[config.mk]
export PLATFORM = sky130hd
export DESIGN_NAME = dbus_order_tracker
export DESIGN_NICKNAME = d
export VERILOG_FILES = /design/src/rtl/dbt_pkg.sv /design/src/rtl/dbt_seq_ctr.sv /design/src/rtl/dbt_owner_tbl.sv /design/src/rtl/dbt_seq_check.sv /design/src/rtl/dbus_order_tracker.sv
export SDC_FILE = /design/constraint.sdc
export NUM_CORES = 1
export LEC_CHECK = 0
export CAP_MARGIN = 20
export CORE_UTILIZATION = 45
export DETAILED_ROUTE_END_ITERATION = 10
export HOLD_SLACK_MARGIN = 0.15
export PLACE_DENSITY = 0.6
export SYNTH_ARGS = -nofsm -noshare
export SYNTH_HDL_FRONTEND = slang
export SYNTH_HIERARCHICAL = 1
export SYNTH_SLANG_ARGS = --single-unit
[constraint.sdc]
create_clock -name clk -period 9.26 [get_ports clk]
set_clock_uncertainty 0.05 [all_clocks]
set_input_delay 0.926 -clock clk [delete_from_list [all_inputs] [get_ports clk]]
set_output_delay 0.926 -clock clk [all_outputs]
set_load 0.02 [all_outputs]
[src/rtl/dbt_pkg.sv]
package dbt_pkg;

    localparam int TAG_W = 4;

    typedef enum logic [1:0] {
        CAUSE_NONE     = 2'd0,
        CAUSE_STRAY    = 2'd1,
        CAUSE_STEAL    = 2'd2,
        CAUSE_OVERFLOW = 2'd3
    } fault_cause_e;

    typedef struct packed {
        logic ack;
        logic peer_start;
        logic own_start;
        logic head_mine;
    } bus_evt_t;

    function automatic logic occ_full(input logic [TAG_W:0] occ, input int depth);
        return occ == (TAG_W + 1)'(depth);
    endfunction

endpackage

[src/rtl/dbt_seq_ctr.sv]
module dbt_seq_ctr #(
    parameter int W = 4
) (
    input  logic         clk,
    input  logic         rst,
    input  logic         clr,
    input  logic         inc,
    output logic [W-1:0] val
);
    always_ff @(posedge clk) begin
        if (rst || clr) val <= '0;
        else if (inc)   val <= val + 1'b1;
    end

    assert_ctr_cleared_R9: assert property (@(posedge clk) disable iff (rst)
        clr |=> (val == '0));
endmodule

[src/rtl/dbt_owner_tbl.sv]
module dbt_owner_tbl #(
    parameter int W     = 4,
    localparam int DEPTH = 1 << W
) (
    input  logic         clk,
    input  logic         rst,
    input  logic         flush,
    input  logic         wr_en,
    input  logic [W-1:0] wr_idx,
    input  logic         wr_mine,
    input  logic         ret_en,
    input  logic [W-1:0] ret_idx,
    input  logic [W-1:0] rd_idx,
    output logic         rd_mine
);
    logic [DEPTH-1:0] mine_q;

    for (genvar g = 0; g < DEPTH; g++) begin : g_slot
        always_ff @(posedge clk) begin
            if (rst || flush) begin
                mine_q[g] <= 1'b0;
            end else begin
                if (ret_en && ret_idx == W'(g)) mine_q[g] <= 1'b0;
                if (wr_en && wr_idx == W'(g))   mine_q[g] <= wr_mine;
            end
        end
    end

    assign rd_mine = mine_q[rd_idx];

    assert_slot_written_R2: assert property (@(posedge clk) disable iff (rst)
        (wr_en && !flush) |=> (mine_q[$past(wr_idx)] == $past(wr_mine)));
endmodule

[src/rtl/dbt_seq_check.sv]
module dbt_seq_check
    import dbt_pkg::*;
#(
    parameter int W      = 4,
    localparam int DEPTH = 1 << W
) (
    input  logic         clk,
    input  logic         rst,
    input  bus_evt_t     evt,
    output logic         empty,
    output logic         accept,
    output logic         retire,
    output logic         fatal,
    output fault_cause_e cause
);
    logic [W:0] occ_q;
    logic       full;

    assign empty = (occ_q == '0);
    assign full  = (occ_q == (W + 1)'(DEPTH));

    always_comb begin
        cause = CAUSE_NONE;
        if (evt.peer_start && empty)
            cause = CAUSE_STRAY;
        else if (evt.peer_start && evt.head_mine)
            cause = CAUSE_STEAL;
        else if (evt.ack && full && !evt.own_start && !evt.peer_start)
            cause = CAUSE_OVERFLOW;
    end

    assign fatal  = (cause != CAUSE_NONE);
    assign retire = !fatal && !empty && (evt.own_start || (evt.peer_start && !evt.head_mine));
    assign accept = !fatal && evt.ack;

    always_ff @(posedge clk) begin
        if (rst || fatal)            occ_q <= '0;
        else if (accept && !retire)  occ_q <= occ_q + 1'b1;
        else if (retire && !accept)  occ_q <= occ_q - 1'b1;
    end

    assert_no_overflow_R8: assert property (@(posedge clk) disable iff (rst)
        occ_q <= (W + 1)'(DEPTH));
    assert_full_ack_kept_R8: assert property (@(posedge clk) disable iff (rst)
        (full && evt.ack && evt.own_start) |=> (occ_q == (W + 1)'(DEPTH)));
endmodule

[src/rtl/dbus_order_tracker.sv]
module dbus_order_tracker
    import dbt_pkg::*;
#(
    parameter int SEQ_W = TAG_W
) (
    input  logic clk,
    input  logic rst,
    input  logic cmd_ack,
    input  logic cmd_mine,
    input  logic data_ready,
    input  logic dstart_obs,
    output logic start_xfer,
    output logic seq_err
);
    logic [SEQ_W-1:0] issue_tag;
    logic [SEQ_W-1:0] head_tag;
    logic             head_mine;
    logic             empty, accept, retire, fatal;
    fault_cause_e     cause;
    bus_evt_t         evt;
    logic             err_q;

    assign start_xfer = !empty && head_mine && data_ready;

    assign evt = '{ack: cmd_ack, peer_start: dstart_obs,
                   own_start: start_xfer, head_mine: head_mine && !empty};

    dbt_seq_check #(.W(SEQ_W)) u_check (
        .clk(clk), .rst(rst), .evt(evt), .empty(empty),
        .accept(accept), .retire(retire), .fatal(fatal), .cause(cause)
    );

    dbt_seq_ctr #(.W(SEQ_W)) u_issue (
        .clk(clk), .rst(rst), .clr(fatal), .inc(accept), .val(issue_tag)
    );

    dbt_seq_ctr #(.W(SEQ_W)) u_done (
        .clk(clk), .rst(rst), .clr(fatal), .inc(retire), .val(head_tag)
    );

    dbt_owner_tbl #(.W(SEQ_W)) u_owner (
        .clk(clk), .rst(rst), .flush(fatal),
        .wr_en(accept), .wr_idx(issue_tag), .wr_mine(cmd_mine),
        .ret_en(retire), .ret_idx(head_tag),
        .rd_idx(head_tag), .rd_mine(head_mine)
    );

    always_ff @(posedge clk) begin
        if (rst) err_q <= 1'b0;
        else     err_q <= fatal;
    end
    assign seq_err = err_q;

    assert_start_gated_R3: assert property (@(posedge clk) disable iff (rst)
        start_xfer |-> (data_ready && !empty));
    assert_stray_flags_R6: assert property (@(posedge clk) disable iff (rst)
        (dstart_obs && empty) |=> seq_err);
    assert_flushed_R9: assert property (@(posedge clk) disable iff (rst)
        seq_err |-> (empty && issue_tag == '0 && head_tag == '0));
    assert_steal_flags_R7: assert property (@(posedge clk) disable iff (rst)
        (dstart_obs && !empty && head_mine) |=> seq_err);
    assert_stable_idle_R4: assert property (@(posedge clk) disable iff (rst)
        (!cmd_ack && !dstart_obs && !start_xfer) |=> $stable(head_tag));
endmodule

==> run metrics <==
via count of the routed design between 1500 and 2000; worst-path cell chain mux4_1 > mux2i_1 > mux2i_1 > nor2b_1 > a22o_1 > a21o_2 > nor2_1 > ha_1 > inv_1 > ha_1 > a21oi_1 > a211oi_1 > a31oi_1 > mux2i_1; global-route usage over all layers 23.04%; placement row count 22; post-route cell area about 2000 µm²; critical path required time about 9.4 ns; cell leakage power ~0.7 nW; Placed Area 1939 µm²; final instance count without filler cells 257; RSZ-0062 raised after global routing no; number of clock buffers inserted by TritonCTS 5; WP data arrival 4.74 ns; DRC errors left 0; Syn Area/Cell just over 9 µm²; Resized cells post-CTS 0; final clock period utilization by the worst path between 40% and 50%; fin nets 221; Initial DRT Pass Iterations 4; residual overflow from global routing 0; CP max FO 18; share of post-route cells with drive strength above 1 10.53%; maximum number of pins on one net before global-route repair 19; DRC violation total after the first TritonRoute iteration between 100 and 150; via count of the first global-routing pass approximately 1500; Final Wtd Congestion 0.8581; clk root buf sky130_fd_sc_hd__clkbuf_8; worst min-delay path class reg2reg; status finished, final reports clean; cells after synthesis ~200; number of failing hold endpoints at the final stage 0; actual slew at the worst max-slew pin 0.9477 ns; total nets after synthesis around 220; total of endpoints with negative setup slack in the final report 0; Post-DRT Antenna Nets 0; source-to-sink clock delay at the later pin of the worst-skew pair about 0.28 ns; critical path capture point u_check/occ_q[4]; largest stage delay on the critical path between 0.7 and 0.8 ns; capturing point of the worst reg2reg path u_check/occ_q[4]; CTS tree done; Period minus WS final approximately 4.6 ns; total length of routed wires around 4600 µm; I/O pin count 8; VDD IR-drop max roughly 120 µV; path type of the worst setup path reg2reg; chip width 66.22 µm; H-Tree Level Count 2; Setup TNS Final 0 ns; crit path launch u_done/val[0]; number of buffers added to fix hold violations after cts 0; number of vias per cell after detailed routing around 6.4; initial antenna violation count 0; number of clock sinks seen by CTS 30; maximum count of clock buffers along a single path 2; Ant. Diodes 0; layout overhead on the synthesized area 9.440%; Worst Reg2Reg Path Length in Cells 14; yosys warns 6; initial core utilization 48.85%; max-cap violations 0; critical path endpoint category register; slowest cell on the critical path sky130_fd_sc_hd__nor2_1; Pwr Density 281.2 nW/µm²; slack of the worst reg-to-reg path approximately 4.7 ns; Clock transition at path regs 0.07 ns; estimated wirelength of the detail-placed design ~3300 µm; relative slew slack ~37%; worst-case hold slack about 0.44 ns; first-pass GRT wire length between 7000 and 8000 µm; die area roughly 4400 µm²; maximum clock rate about 0.22 GHz; cell total after placement between 200 and 250; buffers inserted during post-CTS setup optimization 0; routed length per placed instance ~18 µm; number of I/O port buffers 7; most frequent cell on the critical path sky130_fd_sc_hd__mux2i_1; core area between 3000 and 4000 µm²; die extent in y about 66 µm; reg2reg start u_done/val[0]; CP startpoint kind register; post-synthesis instance area 1856 µm²; Pins Over Slew Limit 0
## cell type report
cell class              instances  area [µm²]
well taps                      48       60.06
fillers                       340        1768
repair buffers                  7       70.07
multi-input cells             159        1190
clock inverters                 1       5.005
inverters                       5       18.77
clock buffers                   7       86.33
flip-flops and latches         30       600.6
## registers in the layout, indices dropped and copies added (netlist names)
signal,flops
u_done/val,4
u_check/occ_q,5
u_owner/mine_q,16
u_issue/val,4
seq_err,1
## metal layers
metal  global-route usage [%]  vias up  wire length [µm]
met4                    7.447        0                69
met5                        0        -                 0
met2                    33.67       54              2004
met1                    33.33      796              2291
li1                         -      794                 -
met3                    4.828       10               228
## worst min-delay path by stage
stage	start	end	slack, ns	cells past startpoint
after global placement	u_owner/mine_q[14]	u_owner/mine_q[14]	0.44	2
after floorplan	u_owner/mine_q[13]	u_owner/mine_q[13]	0.40	2
after detailed placement	u_owner/mine_q[5]	u_owner/mine_q[5]	0.43	2
after global routing	u_owner/mine_q[7]	u_owner/mine_q[7]	0.45	2
final	u_owner/mine_q[5]	u_owner/mine_q[5]	0.44	2
after CTS	u_owner/mine_q[5]	u_owner/mine_q[5]	0.44	2
## power breakdown
part           switching, mW  leakage (nW)  internal (mW)
logic                  0.161         0.396          0.121
registers             0.0356         0.243          0.147
clock network         0.0473        0.0482         0.0599
total                  0.244         0.687          0.328
## per-stage QoR
stage / power, mW / util [%] / worst slack (ns)
after floorplan: 0.4028 / - / 5.539
after global placement: 0.4493 / 51.05 / 4.995
after detailed placement: 0.4606 / 51.05 / 4.725
after CTS: 0.5682 / 53.46 / 4.687
after global routing: 0.6169 / 53.46 / 4.223
final: 0.5710 / 53.46 / 4.678
## layout by cell type (no fill, tap or decap), drive strengths merged, types with 2 or more instances in the layout
| cell type | count |
|---|---|
| and3 | 2 |
| a21oi | 23 |
| dfxtp | 30 |
| nor2 | 13 |
| xnor2 | 3 |
| or3b | 5 |
| nor3b | 5 |
| nand2 | 6 |
| or3 | 2 |
| nand3 | 14 |
| mux4 | 4 |
| inv | 5 |
| or2 | 3 |
| o221ai | 17 |
| ha | 6 |
| nor2b | 5 |
| nand4 | 8 |
| nand2b | 6 |
| mux2 | 2 |
| nand3b | 7 |
| clkdlybuf4s50 | 7 |
| clkbuf | 7 |
| and3b | 3 |
| a21bo | 2 |
| nor3 | 2 |
| mux2i | 7 |
## critical path: cells and delay by family, from the launching register on
family	cells	cell delay, ns
AOI/OAI and AO/OA	5	1.05
and+or+nand+nor	2	0.90
buffers and inverters	1	0.11
adders and majority gates	2	0.66
muxes	4	1.10
DFF	1	0.65
(Power assumes the default switching activity.)
